**src/rtl/dac_trim_pkg.sv**
```systemverilog
package dac_trim_pkg;
  localparam int TGT_W    = 12;
  localparam int EXTRA_W  = 2;
  localparam int CODE_W   = TGT_W + EXTRA_W;
  localparam int SEG_W    = 8;
  localparam int FINE_W   = CODE_W - SEG_W;
  localparam int CODE_MAX = (1 << CODE_W) - 1;
  localparam int TOL      = 1 << (EXTRA_W - 1);

  typedef logic signed [CODE_W+1:0] err_t;

  typedef enum logic [2:0] {
    ST_IDLE, ST_APPLY, ST_SETTLE, ST_ADC_GO, ST_ADC_WAIT, ST_EVAL
  } trim_state_t;

  // first guess: target expressed in code units
  function automatic logic [CODE_W-1:0] seed_code(input logic [TGT_W-1:0] t);
    return {t, {EXTRA_W{1'b0}}};
  endfunction

  // signed distance from measurement to target, in code units
  function automatic err_t meas_error(input logic [TGT_W-1:0] t,
                                      input logic [CODE_W-1:0] m);
    err_t tv, mv;
    tv = err_t'({2'b00, t, {EXTRA_W{1'b0}}});
    mv = err_t'({2'b00, m});
    return tv - mv;
  endfunction

  function automatic logic in_tol(input logic [TGT_W-1:0] t,
                                  input logic [CODE_W-1:0] m);
    err_t e;
    e = meas_error(t, m);
    return (e <= err_t'(TOL)) && (e >= -err_t'(TOL));
  endfunction

  function automatic logic [CODE_W-1:0] trim_code(input logic [CODE_W-1:0] c,
                                                  input logic [TGT_W-1:0]  t,
                                                  input logic [CODE_W-1:0] m);
    err_t s;
    s = err_t'({2'b00, c}) + meas_error(t, m);
    if (s < 0)                       return '0;
    else if (s > err_t'(CODE_MAX))   return '1;
    else                             return s[CODE_W-1:0];
  endfunction
endpackage

```
**src/rtl/dac_trim_settle.sv**
```systemverilog
module dac_trim_settle #(
  parameter int W = 8
) (
  input  logic         clk,
  input  logic         rst_n,
  input  logic         clear,
  input  logic         count_en,
  input  logic [W-1:0] limit,
  output logic         hit
);
  logic [W-1:0] cnt_q;

  always_ff @(posedge clk or negedge rst_n) begin
    if (!rst_n)        cnt_q <= '0;
    else if (clear)    cnt_q <= '0;
    else if (count_en) cnt_q <= cnt_q + 1'b1;
  end

  assign hit = count_en && (cnt_q == limit);

  AST_SETTLE_CLEARED: assert property (@(posedge clk) disable iff (!rst_n)
    clear |=> (cnt_q == '0));
endmodule

```
**src/rtl/dac_trim_split.sv**
```systemverilog
module dac_trim_split #(
  parameter int CODE_W = 14,
  parameter int SEG_W  = 8,
  parameter int FINE_W = CODE_W - SEG_W
) (
  input  logic [CODE_W-1:0] code,
  output logic [SEG_W-1:0]  coarse,
  output logic [SEG_W-1:0]  fine
);
  assign coarse = code[CODE_W-1 -: SEG_W];

  generate
    if (SEG_W > FINE_W) begin : g_pad
      assign fine = {{(SEG_W-FINE_W){1'b0}}, code[FINE_W-1:0]};
    end else begin : g_full
      assign fine = code[SEG_W-1:0];
    end
  endgenerate
endmodule

```
**src/rtl/dac_trim_ctrl.sv**
```systemverilog
module dac_trim_ctrl
  import dac_trim_pkg::*;
#(
  parameter int MAX_ITER = 8,
  parameter int SETTLE_W = 8
) (
  input  logic                clk,
  input  logic                rst_n,
  input  logic                start,
  input  logic [TGT_W-1:0]    target,
  input  logic [SETTLE_W-1:0] settle_cycles,
  output logic [SEG_W-1:0]    dac_coarse,
  output logic [SEG_W-1:0]    dac_fine,
  output logic                dac_strobe,
  output logic                adc_start,
  input  logic                adc_done,
  input  logic [CODE_W-1:0]   adc_result,
  output logic                busy,
  output logic                done,
  output logic                fail
);
  localparam int ITER_W = $clog2(MAX_ITER + 1);

  trim_state_t         state_q, state_d;
  logic [TGT_W-1:0]    tgt_q;
  logic [CODE_W-1:0]   code_q, meas_q;
  logic [ITER_W-1:0]   iter_q;
  logic                done_q, fail_q;
  logic                settle_hit;

  // named events
  logic ev_launch, ev_eval, ev_converged, ev_exhausted, ev_retrim;
  assign ev_launch    = (state_q == ST_IDLE) && start;
  assign ev_eval      = (state_q == ST_EVAL);
  assign ev_converged = ev_eval && in_tol(tgt_q, meas_q);
  assign ev_exhausted = ev_eval && !ev_converged && (iter_q == ITER_W'(MAX_ITER));
  assign ev_retrim    = ev_eval && !ev_converged && !ev_exhausted;

  dac_trim_settle #(.W(SETTLE_W)) u_settle (
    .clk      (clk),
    .rst_n    (rst_n),
    .clear    (state_q == ST_APPLY),
    .count_en (state_q == ST_SETTLE),
    .limit    (settle_cycles),
    .hit      (settle_hit)
  );

  dac_trim_split #(.CODE_W(CODE_W), .SEG_W(SEG_W), .FINE_W(FINE_W)) u_split (
    .code   (code_q),
    .coarse (dac_coarse),
    .fine   (dac_fine)
  );

  always_comb begin
    state_d = state_q;
    unique case (state_q)
      ST_IDLE:     if (start) state_d = ST_APPLY;
      ST_APPLY:    state_d = ST_SETTLE;
      ST_SETTLE:   if (settle_hit) state_d = ST_ADC_GO;
      ST_ADC_GO:   state_d = ST_ADC_WAIT;
      ST_ADC_WAIT: if (adc_done) state_d = ST_EVAL;
      ST_EVAL:     state_d = ev_retrim ? ST_APPLY : ST_IDLE;
      default:     state_d = ST_IDLE;
    endcase
  end

  always_ff @(posedge clk or negedge rst_n) begin
    if (!rst_n) begin
      state_q <= ST_IDLE;
      tgt_q   <= '0;
      code_q  <= '0;
      meas_q  <= '0;
      iter_q  <= '0;
      done_q  <= 1'b0;
      fail_q  <= 1'b0;
    end else begin
      state_q <= state_d;
      if (ev_launch) begin
        tgt_q  <= target;
        code_q <= seed_code(target);
        iter_q <= ITER_W'(1);
        done_q <= 1'b0;
        fail_q <= 1'b0;
      end
      if (state_q == ST_ADC_WAIT && adc_done) meas_q <= adc_result;
      if (ev_retrim) begin
        code_q <= trim_code(code_q, tgt_q, meas_q);
        iter_q <= iter_q + 1'b1;
      end
      if (ev_converged) done_q <= 1'b1;
      if (ev_exhausted) fail_q <= 1'b1;
    end
  end

  assign dac_strobe = (state_q == ST_APPLY);
  assign adc_start  = (state_q == ST_ADC_GO);
  assign busy       = (state_q != ST_IDLE);
  assign done       = done_q;
  assign fail       = fail_q;

  AST_ONE_OUTCOME: assert property (@(posedge clk) disable iff (!rst_n)
    !(done && fail));
  AST_ADC_ONE_SHOT: assert property (@(posedge clk) disable iff (!rst_n)
    adc_start |=> !adc_start);
  AST_STROBE_ONE_SHOT: assert property (@(posedge clk) disable iff (!rst_n)
    dac_strobe |=> !dac_strobe);
  AST_SEG_WITH_STROBE: assert property (@(posedge clk) disable iff (!rst_n)
    (!$stable(dac_coarse) || !$stable(dac_fine)) |-> dac_strobe);
  AST_ITER_BOUND: assert property (@(posedge clk) disable iff (!rst_n)
    iter_q <= ITER_W'(MAX_ITER));
  AST_IDLE_QUIET: assert property (@(posedge clk) disable iff (!rst_n)
    !busy |-> (!dac_strobe && !adc_start));
  AST_TARGET_HELD: assert property (@(posedge clk) disable iff (!rst_n)
    (busy && $past(busy)) |-> $stable(tgt_q));
endmodule

```
**config.mk**
```make
export PLATFORM = sky130hd
export DESIGN_NAME = dac_trim_ctrl
export DESIGN_NICKNAME = d
export VERILOG_FILES = /design/src/rtl/dac_trim_pkg.sv /design/src/rtl/dac_trim_settle.sv /design/src/rtl/dac_trim_split.sv /design/src/rtl/dac_trim_ctrl.sv
export SDC_FILE = /design/constraint.sdc
export NUM_CORES = 1
export LEC_CHECK = 0
export BUFFER_PORTS_ARGS = -buffer_cell sky130_fd_sc_hd__buf_2
export CAP_MARGIN = 20
export CORE_UTILIZATION = 59
export CTS_CLUSTER_DIAMETER = 30
export DETAILED_ROUTE_END_ITERATION = 8
export PLACE_DENSITY = 0.82
export SYNTH_ARGS = -nofsm -noshare
export SYNTH_HDL_FRONTEND = slang
export SYNTH_HIERARCHICAL = 1
export SYNTH_SLANG_ARGS = --single-unit
```
**constraint.sdc**
```tcl
create_clock -name clk -period 4.3 [get_ports clk]
set_input_delay 0.645 -clock clk [delete_from_list [all_inputs] [get_ports clk]]
set_output_delay 0.645 -clock clk [all_outputs]
set_load 0.02 [all_outputs]
```
=== Word-level counts from Yosys, hierarchy flattened ===
Index checks and enable logic that the tools add are counted.

* Magnitude comparators: 4
* Eq/ne operators: 10
* Multiplexer cells: 16
* Add/sub/neg operators: 4
* Reduce and logical (&&, ||, !) cells: 17

{| class="wikitable"
|+ Operator list
! operator !! number
|-
| 14-bit 2-to-1 mux || 4
|-
| 3-bit case mux with 6 select lines || 1
|-
| 15-bit by 15-bit adder with 16-bit output || 1
|-
| 16-bit by 15-bit greater-than comparator with 1-bit output (second input constant) || 1
|-
| 16-bit by 1-bit < comparator with 1-bit output (second input constant) || 1
|-
| 8-bit 2-to-1 mux || 2
|-
| 15-bit by 2-bit >= comparator with 1-bit output (second input constant) || 1
|-
| 15-bit by 3-bit less-or-equal comparator with 1-bit output (second input constant) || 1
|-
| 14-bit by 14-bit subtractor with 15-bit output || 1
|-
| 3-bit 2-to-1 mux || 3
|-
| 8-bit by 1-bit adder with 8-bit output (second input constant) || 1
|-
| 8-bit == test || 1
|-
| 1-bit logical AND || 8
|-
| 4-bit 2-to-1 mux || 2
|-
| 2-bit nonzero test || 4
|-
| 3-bit by 2-bit == test with 1-bit output (second input constant) || 2
|-
| 3-bit == test (second input constant) || 2
|-
| 2-bit inequality test (second input constant) || 3
|-
| 4-bit by 1-bit adder with 4-bit output (second input constant) || 1
|-
| 4-bit == test (second input constant) || 1
|-
| 1-bit 2-to-1 mux || 4
|-
| 3-bit by 1-bit == test with 1-bit output (second input constant) || 1
|-
| 3-bit logical NOT || 1
|-
| 3-bit AND reduction || 1
|-
| other kinds (2) || 3
|}

* Input bits: 38
* Register bits: 57
* Word-level logic and storage cells: 59
* Output and inout bits: 21

=== Logic depth before layout (Yosys ltp) ===
Gate-level depths: netlist of the first run.

* Depth after elaboration: 11
* Gate-level depth with buffers: 18
* Gate-level depth less buffers: 16

=== Cells and area by module ===
The synthesis of the first run kept the hierarchy.

{| class="wikitable"
|+ Modules (own cells, without submodules)
! module !! cells each !! area an instance (sq um) !! instances !! seq. area each (sq um)
|-
| dac_trim_ctrl || 425 || 3736.1 || 1 || 1226.2
|-
| dac_trim_settle || 49 || 476.7 || 1 || 200.2
|-
| dac_trim_split || 17 || 123.9 || 1 || 0.0
|}

=== Least setup slack after synthesis of the first run ===
Ideal clock, no wire load.

* Path kind: flip-flop to flip-flop
* From: register tgt_q[4]
* To: register code_q[9]
* Period minus slack after synthesis: 3607 ps
* Data required time: 4213 ps
* Setup time: 87 ps
* Buffers on the path: 1
* Stages on the path, launching flop included: 16
* Slack: 693 ps
* Arrival time: 3521 ps
* Cells stage by stage: dfrtp_1 -> ha_1 -> buf_2 -> nand3_1 -> or4b_1 -> a21oi_1 -> nor2_1 -> ha_1 -> nand3_1 -> or4_1 -> nand2_1 -> o21ai_0 -> nand2b_1 -> o32ai_1 -> a21oi_1 -> o211ai_1

* Word-level cells in the longest chain between the ends: 10
* Elaborated cells on any way between the ends: 17
* Those cells by class: 2 x add/sub; 4 x order compare; 3 x mux; 8 x reduce/logical

{| class="wikitable"
|+ Ends and longest elaborated chain
! what !! line !! RTL
|-
| start: declaration || dac_trim_ctrl.sv:25 || <nowiki>logic [TGT_W-1:0] tgt_q;</nowiki>
|-
| start signal: assignment || dac_trim_ctrl.sv:79 || <nowiki>tgt_q <= target;</nowiki>
|-
| 14-bit by 14-bit subtractor with 15-bit output * || dac_trim_pkg.sv:27 || <nowiki>return tv - mv;</nowiki>
|-
| parallel branches: the longest is 9 deep, another holds 15-bit by 15-bit adder with 16-bit output || - ||
|-
| end signal: assignment || dac_trim_ctrl.sv:80 || <nowiki>code_q <= seed_code(target);</nowiki>
|-
| end signal: assignment || dac_trim_ctrl.sv:87 || <nowiki>code_q <= trim_code(code_q, tgt_q, meas_q);</nowiki>
|-
| end: declaration || dac_trim_ctrl.sv:26 || <nowiki>logic [CODE_W-1:0] code_q, meas_q;</nowiki>
|}

Mark *: on every way between the ends.
A chain may end at the register's enable or synchronous reset.

=== Worst setup path in the final report of the first run ===
* From: register meas_q[0]
* To: register code_q[6]

* Word-level cells in the longest chain between the ends: 10
* Elaborated cells on any way between the ends: 17
* Those cells by class: 2 x add/sub; 4 x order compare; 3 x mux; 8 x reduce/logical

{| class="wikitable"
|+ Ends and longest elaborated chain
! what !! line !! RTL
|-
| start: declaration || dac_trim_ctrl.sv:26 ||
|-
| start signal: assignment || dac_trim_ctrl.sv:85 || <nowiki>if (state_q == ST_ADC_WAIT && adc_done) meas_q <= adc_result;</nowiki>
|-
| 14-bit by 14-bit subtractor with 15-bit output * || dac_trim_pkg.sv:27 ||
|-
| parallel branches: the longest is 9 deep, another holds 15-bit by 15-bit adder with 16-bit output || - ||
|}

Marks and branches as above.

==> results of run 1 <==
[worst min-delay path by stage]
stage             start                 to
2_1_floorplan     rst_n          code_q[0]
3_3_place_gp   tgt_q[1]           tgt_q[1]
3_5_place_dp   tgt_q[8]           tgt_q[8]
4_1_cts           rst_n  u_settle/cnt_q[7]
5_1_grt            done               done
6_report          rst_n  u_settle/cnt_q[7]
[cell usage in the layout (no fill, tap or decap), types with 2 or more instances in the layout]
cell / synthesis / layout
o211ai_1: 8 / 8
a31oi_1: 5 / 5
nor4b_1: 2 / 2
dfrtp_1: 57 / 57
mux2i_1: 19 / 19
bufinv_16: 0 / 2
nor2_1: 22 / 22
xnor2_1: 20 / 19
and3_1: 5 / 5
nand4_1: 8 / 8
xor2_1: 10 / 10
inv_1: 35 / 35
clkinv_2: 0 / 3
a2111oi_0: 2 / 2
a22oi_1: 2 / 2
or4_1: 3 / 3
nand2b_1: 4 / 4
or3_1: 3 / 3
a21o_1: 8 / 8
o21ai_1: 2 / 2
o21ai_0: 28 / 28
nand2_1: 71 / 71
a211oi_1: 2 / 2
nor3_1: 7 / 7
nand3_2: 1 / 2
nand3_1: 14 / 12
ha_1: 33 / 33
clkbuf_8: 0 / 9
a21oi_1: 26 / 25
o21a_1: 3 / 3
o32ai_4: 1 / 2
conb_1: 1 / 2
buf_2: 1 / 57
o21bai_1: 3 / 3
o31ai_1: 5 / 5
and2_1: 3 / 3
nor2b_1: 3 / 3
buf_4: 18 / 4
nor3b_1: 2 / 2
[critical path, cell delays in order, from the launching register on]
cell and delay (ns):
dfrtp_1 0.43, inv_1 0.10, ha_1 0.23, a211oi_1 0.43
or4b_1 0.24, nand2_1 0.12, o311ai_4 0.47, ha_1 0.34
a21o_1 0.22, a211oi_1 0.28, nand2_1 0.10, o21ai_0 0.19
nand2b_1 0.27, nand3_4 0.20, a21oi_1 0.23, mux2i_1 0.10
[cells by family after synthesis]
| logic type | count (synthesis) | synth area share (%) |
|---|---|---|
| other | 1 | 0.0865 |
| and+or+nand+nor | 164 | 19.5 |
| adders and majority gates | 34 | 9.98 |
| AOI/OAI and AO/OA | 119 | 19.4 |
| buffers and inverters | 67 | 7.76 |
| muxes | 19 | 4.39 |
| DFF | 57 | 32.9 |
| xor gates and xnor gates | 30 | 6.06 |
[metrics by stage]
stage	util (%)	hold WS [ns]	cells	worst slack [ns]
final	69.6	0.446	633	0.228
after CTS	68.8	0.476	632	0.0320
after floorplan	-	0.349	492	0.693
after detailed placement	65.7	0.473	616	0.0587
after global routing	69.6	0.504	633	0.0408
after global placement	65.7	0.466	616	0.0632
[state kept, by name, summed over array words and instances, names as in the netlist]
| register | count |
|---|---|
| meas_q | 14 |
| done | 1 |
| tgt_q | 12 |
| fail | 1 |
| iter_q | 4 |
| code_q | 14 |
| u_settle/cnt_q | 8 |
| state_q | 3 |
[final cells by class]
type	instances	area [sq um]	area share, %
repair buffers	61	315	6.52
multi-input cells	368	2630	54.4
flip-flops and latches	57	1430	29.5
well taps	96	120	2.48
clock buffers	10	128	2.64
clock inverters	6	82.6	1.71
inverters	35	131	2.72
[metal layers]
metal  vias to the layer above  part of all wire (%)  GRT usage (%)
li1                       1807                     -              -
met1                      1800                    46           36.3
met2                       115                    48           45.5
met3                        16                   5.1           5.66
met4                         0                   1.6           11.0
met5                         -                     0              0
==> reports/metrics.yaml, run 1 <==
logic_synthesis:
  synthDistinctLibCells: 79
  avgSynthCellArea_sq_um: 8.83
  synth_top_area_share_pct: 32.9
  synth.most_common_cell: "nand2_1"
  yosys_most_used_dff: "dfrtp_1"
  synth_area_leader_cell: "dfrtp_1"
  synth.cell_area_sq_um: 4340
  async_flop_share_pct: 100
  synth_area_leaders: "dfrtp_1 33%, ha_1 9.5%, nand2_1 6.1%, mux2i_1 4.4%, xnor2_1 4.0%"
  synth_edf_count: 0
  netlist_instances: 491
  ys_warn_count: 6
  yosysSeqAreaShare_pct: 32.9
  synth_common_cells: "71 x nand2_1, 57 x dfrtp_1, 35 x inv_1"
  synth.ff_latch_count: 57
place:
  port_buffers: 56
  placed_cell_area_sq_um: 4570
  routabilityCongestion: 0.887
  dp_hpwl_microns: 7530
drt:
  drt_iter0_drc: 204
  via_per_inst: 5.91
  drt_wl_total_microns: 10200
  drt_pass1_iterations: 4
  final_antenna_net_count: 0
  drc: 0
  vias: 3738
  wl_per_cell_microns: 16.1
critical_path:
  r2r_slack_ns: 0.23
  path_max_fanout: 11
  endpoint: "code_q[6]"
  cp_data_required_time_ns: 4.52
  rr_endpoint: "code_q[6]"
  r2r-start: "meas_q[0]"
  cp-startpoint: "meas_q[0]"
  crit_arrival_ns: 4.30
  cp-start-kind: "flop"
  worstRegToRegCells: 15
  crit_path_end_kind: "flop"
  crit_type: "flop to flop"
timing:
  min_period_ns: 4.07
  fin_setup_tns_ns: 0
  finalCritPeriodShare_pct: 94.7
  final-hold-violation-count: 0
  worst_pin_slew_ns: 0.927
  max_freq_mhz: 246
  skew_ns: 0.00577
  rsz0062_at_grt: "no"
  finalMaxSlewViolations: 0
  setup_viol: 0
  maxSlewHeadroom_pct: 38.2
floorplanning:
  fp.dieH_microns: 87.7
  core_sq_um: 6940
  ios: 59
  dieArea_sq_um: 7700
  num_rows: 30
  start_util_pct: 62.5
  die_x_microns: 87.7
min_path:
  hp-class: "input port to asynchronous set/reset pin"
global_route:
  grtUsageTotal_pct: 27.9
  grt-ovfl-total: 0
  grt_pass1_wl_microns: 16600
  grt_pass1_vias: 3588
  grt_max_degree: 58
  antenna_found_initial: 0
clock_network:
  root_buffer: "clkbuf_8"
  cts_tree: "built"
  clkSinkCount: 57
  cts_buffer_depth: 2
  cts_buffers: 9
  cts_resized: 0
  htree_levels: 3
  cts_hold_buffers: 0
  clkSlewWorstSetupHoldPaths_ns: 0.07
  post_cts_buffers: 0
  insertion_delay_ns: 0.34
final_layout:
  layout-drive-gt1-share_pct: 19.6
  n_antenna_cell: 0
  area_delta_synth_final_pct: 11.5
  design_area_sq_um: 4830
  fillers: 561
  final_nets: 604
status:
  outcome: "complete, no violations"
job:
  cap_viol_max_count: 0
Power of run 1 is left out: the tool's default activity adds up to more than one toggle a clock period on the data nets, which glitch-free logic cannot reach.
==> run 2: changes to the inputs <==
Settings changed: BUFFER_PORTS_ARGS -buffer_cell sky130_fd_sc_hd__buf_2 to -buffer_cell sky130_fd_sc_hd__clkbuf_2.
==> run 2 against run 1 <==
  * Cell area is 0.26% lower
  * Non-clock buffer count stayed put
  * Final cell count stayed put
  * Setup slack better by 0.043 ns
  * First-iteration DRC count is 23% lower
  * Clock skew is 0.0098 ns higher
  * Clock-buffer cell count is 1 higher
  * Utilization is 0.18 points lower
  * Maximum frequency is 1.1% higher
  * Hold slack worse by 0.086 ns
  * Sequential cell count stayed put
  * Sequential share of layout area is 0.077 points higher
  * Critical path type unchanged
==> reports/metrics.yaml, run 2 (same netlist as run 1, synthesis figures left out) <==
critical_path:
  cp-start-kind: "flop"
  path_max_fanout: 11  # unchanged
  crit_path_end_kind: "flop"
  crit_chain: "ha_1, a211oi_1, or4b_1, nand2_1, nand4_1, o311ai_4, ha_1, a21o_1, a211oi_1, nand2_1, o21ai_0, nand2b_2, nand3_4, a21oi_1, mux2i_1"
  worstRegToRegCells: 15  # unchanged
  crit_type: "flop to flop"
  r2r-start: "tgt_q[0]"
  cp_data_required_time_ns: 4.52  # about the same
  rr_endpoint: "code_q[7]"
  cp_slowest_cell: "or4b_1"
  cpPeakStageDelay_ns: 0.60  # +0.13 ns
  crit_arrival_ns: 4.25  # -0.05 ns
  r2r_slack_ns: 0.27  # +0.04 ns
clock_network:
  clkSinkCount: 57  # unchanged
  root_buffer: "clkbuf_8"
  cts_tree: "built"
  insertion_delay_ns: 0.34  # about the same
  post_cts_buffers: 0  # unchanged
  htree_levels: 3  # unchanged
  cts_buffers: 9  # unchanged
  cts_buffer_depth: 2  # unchanged
  clkSlewWorstSetupHoldPaths_ns: 0.07  # about the same
drt:
  vias: 3752  # +0.37%
  via_per_inst: 5.93  # +0.37%
  drt_wl_total_microns: 10200  # +0.48%
  drt_iter0_drc: 157  # -23%
  wl_per_cell_microns: 16.2  # +0.48%
  drt_pass1_iterations: 5  # +1
  final_antenna_net_count: 0  # unchanged
  drc: 0  # unchanged
floorplanning:
  ios: 59  # unchanged
  fp.dieH_microns: 87.7  # unchanged
  start_util_pct: 62.5  # unchanged
  core_sq_um: 6940  # unchanged
  dieArea_sq_um: 7700  # unchanged
  num_rows: 30  # unchanged
  die_x_microns: 87.7  # unchanged
final_layout:
  final_nets: 604  # unchanged
  fillers: 551  # -1.8%
  top_regs: "code_q: 14 flops, meas_q: 14 flops, tgt_q: 12 flops"
  area_delta_synth_final_pct: 11.2
  layout-drive-gt1-share_pct: 19.6  # unchanged
  final_common_cell: "nand2_1"
  final_cell_mix: "71 x nand2_1, 57 x dfrtp_1, 56 x clkbuf_2"
  n_antenna_cell: 0  # unchanged
place:
  port_buffers: 56  # unchanged
  dp_hpwl_microns: 7710  # +2.4%
  routabilityCongestion: 0.883  # -0.38%
timing:
  rsz0062_at_grt: "no"
  max_freq_mhz: 248  # +1.1%
  skew_ns: 0.0155  # +0.00976 ns
  worst_pin_slew_ns: 0.915  # -0.0122 ns
  fin_setup_tns_ns: 0  # unchanged
  min_period_ns: 4.03  # -0.0427 ns
  finalCritPeriodShare_pct: 93.7  # -0.99 points
  final-hold-violation-count: 0  # unchanged
  finalMaxSlewViolations: 0  # unchanged
  setup_viol: 0  # unchanged
  maxSlewHeadroom_pct: 39.0  # +0.81 points
global_route:
  grtUsageTotal_pct: 28.4  # +0.56 points
  grt_max_degree: 32  # -45%
  grt_pass1_vias: 3603  # +0.42%
  met1_usage_pct: 36.9  # +0.65 points
  gr-usage-met3_pct: 6.79  # +1.1 points
  grt-ovfl-total: 0  # unchanged
  grt_pass1_wl_microns: 16700  # +0.42%
  antenna_found_initial: 0  # unchanged
  grt-busiest-layer: "met2"
  gr-usage-met2_pct: 46.4  # +0.99 points
job:
  cap_viol_max_count: 0  # unchanged
status:
  outcome: "complete, no violations"
min_path:
  hp-class: "input port to asynchronous set/reset pin"
## run 2: stage by stage
step	hold WS (ns)	util (%)	std cells	setup WS (ns)	cell area, sq um
floorplan	0.349	-	492	0.693	4340
global placement	0.466	65.7	616	0.0672	4570
detailed placement	0.471	65.7	616	0.0612	4570
CTS	0.397	68.6	632	0.0310	4760
global route	0.411	69.4	633	0.0233	4820
finish	0.360	69.4	633	0.270	4820
## run 2: worst max path at each step
stage,startpoint,endpoint
2_1_floorplan,tgt_q[4],code_q[9]
3_3_place_gp,tgt_q[4],code_q[10]
3_5_place_dp,tgt_q[0],code_q[9]
4_1_cts,tgt_q[0],code_q[10]
5_1_grt,tgt_q[4],code_q[6]
6_report,tgt_q[0],code_q[7]
## run 2: worst max-delay path: cells and delay by family (launching register included)
kind / cells / cell delay, ns
mux: 1 / 0.10
fa+ha+maj: 2 / 0.71
compound gates: 6 / 1.24
flops: 1 / 0.40
simple gates: 6 / 1.44
## run 2: metal layers
| metal | wire, microns | part of all wire, % |
|---|---|---|
| met1 | 4650 | 45 |
| met2 | 4820 | 47 |
| met3 | 554 | 5.4 |
| met4 | 213 | 2.1 |
| met5 | 0 | 0 |
## run 2: area by class of cell
cell class              count  area (sq um)  area share [%]
multi-input cells         368          2630            54.5
repair buffers             61           318            6.59
well taps                  96           120            2.49
flip-flops and latches     57          1430            29.6
clock buffers              11           141            2.93
inverters                  35           131            2.72
clock inverters             5          55.1            1.14
## run 2: repair_timing
item,CTS,global route
endpoints found under the setup margin,0,14
hold buffers,0,0
gates resized for setup,0,8
Power of run 2 is left out for the same reason.
==> run 3: changes to the inputs <==
Settings changed: CORE_UTILIZATION 59 to 60, CTS_BUF_LIST set to sky130_fd_sc_hd__clkbuf_8, PLACE_DENSITY 0.82 to 0.83.
==> run 3 against run 2 <==
  * Cell area shrank 0.83%
  * Global-route usage fell by 0.37 points
  * Hold slack improved by 0.064 ns
  * Die area down 1.6%
  * Critical path depth is the same
  * Clock-buffer cell count up 2
  * Via count down 2.1%
  * First-iteration DRC count is 4.5% higher
  * Sequential share of layout area is 0.25 points higher
  * Utilization rose by 0.18 points
  * Sequential cell count stayed put
  * Critical path type unchanged
==> reports/metrics.yaml, run 3 (same netlist as run 1, synthesis figures left out) <==
status:
  outcome: "complete, no violations"
drt:
  vias: 3673  # -2.1%
  drc: 0  # unchanged
  wl_per_cell_microns: 15.6  # -3.8%
  via_per_inst: 5.79  # -2.3%
  final_antenna_net_count: 0  # unchanged
  drt_pass1_iterations: 5  # unchanged
  drt_iter0_drc: 164  # +4.5%
  drt_wl_total_microns: 9870  # -3.6%
clock_network:
  insertion_delay_ns: 0.34  # about the same
  root_buffer: "clkbuf_8"
  cts_buffers: 9  # unchanged
  cts_buffer_depth: 2  # unchanged
  htree_levels: 3  # unchanged
  clkSinkCount: 57  # unchanged
  clkSlewWorstSetupHoldPaths_ns: 0.07  # about the same
  cts_tree: "built"
job:
  cap_viol_max_count: 0  # unchanged
floorplanning:
  dieArea_sq_um: 7570  # -1.6%
  core_sq_um: 6870  # -1.1%
  die_x_microns: 87.0  # -0.82%
  start_util_pct: 63.1  # +0.68 points
  num_rows: 30  # unchanged
  fp.dieH_microns: 87.0  # -0.82%
  ios: 59  # unchanged
timing:
  finalCritPeriodShare_pct: 93.9  # +0.20 points
  min_period_ns: 4.04  # +0.00878 ns
  final-hold-violation-count: 0  # unchanged
  worst_pin_slew_ns: 0.947  # +0.0323 ns
  max_freq_mhz: 248  # -0.22%
  maxSlewHeadroom_pct: 36.8  # -2.2 points
  finalMaxSlewViolations: 0  # unchanged
  setup_viol: 0  # unchanged
  hold_slack_ns: 0.424  # +0.0639 ns
  skew_ns: 0.00946  # -0.00608 ns
final_layout:
  layout-drive-gt1-share_pct: 19.0  # -0.59 points
  final_common_cell: "nand2_1"
  area_delta_synth_final_pct: 10.3
  final_util_pct: 69.6  # +0.18 points
  final_cell_mix: "71 x nand2_1, 57 x dfrtp_1, 56 x clkbuf_2"
  finalNonFillerCells: 634  # +0.16%
  n_antenna_cell: 0  # unchanged
  final_nets: 605  # +0.17%
  top_regs: "code_q: 14 flops, meas_q: 14 flops, tgt_q: 12 flops"
critical_path:
  crit_chain: "ha_1, a211oi_1, or4b_1, a21oi_1, nor2_1, ha_1, nand3_1, or4_1, nand2_1, o21ai_0, nand2b_1, o32ai_1, buf_4, a21oi_1, o211ai_1"
  crit_arrival_ns: 4.30  # +0.05 ns
  cp_data_required_time_ns: 4.56  # +0.04 ns
  cpPeakStageDelay_ns: 0.59  # about the same
  r2r_slack_ns: 0.26  # about the same
  crit_path_end_kind: "flop"
  path_max_fanout: 5  # -6
  cp_slowest_cell: "or4b_1"
  crit_type: "flop to flop"
  cp-start-kind: "flop"
global_route:
  grt_max_degree: 58  # +81%
  grt-ovfl-total: 0  # unchanged
  antenna_found_initial: 0  # unchanged
  grtUsageTotal_pct: 28.0  # -0.37 points
  grt_pass1_wl_microns: 16300  # -2.2%
  grt_pass1_vias: 3465  # -3.8%
place:
  dpl.cell_count: 617  # +0.16%
  routabilityCongestion: 0.861  # -2.5%
  dp_hpwl_microns: 7310  # -5.2%
  port_buffers: 56  # unchanged
min_path:
  hp-class: "input port to asynchronous set/reset pin"
-- run 3: path summary, 6_finish.rpt --
path / to / cells after the start / start
setup / recovery: code_q[9] / 15 / tgt_q[0]
hold / removal: u_settle/cnt_q[2] / 2 / rst_n
setup reg to reg: code_q[9] / 15 / tgt_q[0]
hold reg to reg: tgt_q[7] / 2 / tgt_q[7]
max in group asynchronous: code_q[2] / 2 / rst_n
min in group clk: tgt_q[7] / 2 / tgt_q[7]
-- run 3: layout make-up --
type,instances,area (sq um)
clock inverters,3,13.8
fillers,576,2090
repair buffers,62,323
multi-input cells,368,2590
inverters,35,131
clock buffers,13,179
well taps,96,120
flip-flops and latches,57,1430
-- run 3: routing by layer --
layer / routed length [microns] / share of wire, % / vias to the layer above / GRT usage, %
met2: 4540 / 46 / 82 / 45.0
met1: 4740 / 48 / 1757 / 37.2
met5: 0 / 0 / - / 0
li1: - / - / 1818 / -
met3: 392 / 4.0 / 16 / 6.45
met4: 193 / 2.0 / 0 / 9.85
-- run 3: timing repair --
item                                    in CTS  in global routing
endpoints found under the setup margin       0                 13
hold buffers                                 0                  0
setup buffers                                0                  0
resized for setup                            0                  2
hold endpoints to repair                     0                  0
-- run 3: critical path, delay by kind of cell (launching register included) --
kind	cells	cell delay, ns
AOI/OAI and AO/OA	6	1.00
adders and majority gates	2	0.75
buffers and inverters	1	0.21
DFF	1	0.39
and+or+nand+nor	6	1.60
-- run 3: per-stage QoR --
| step | worst slack [ns] | instance area, sq um | setup TNS (ns) |
|---|---|---|---|
| 6_report | 0.262 | 4780 | 0 |
| 5_1_grt | -0.0271 | 4780 | -0.0307 |
| 4_1_cts | 0.155 | 4770 | 0 |
| 3_5_place_dp | 0.172 | 4570 | 0 |
| 3_3_place_gp | 0.273 | 4570 | 0 |
| 2_1_floorplan | 0.693 | 4340 | 0 |
Power of run 3 is left out for the same reason.
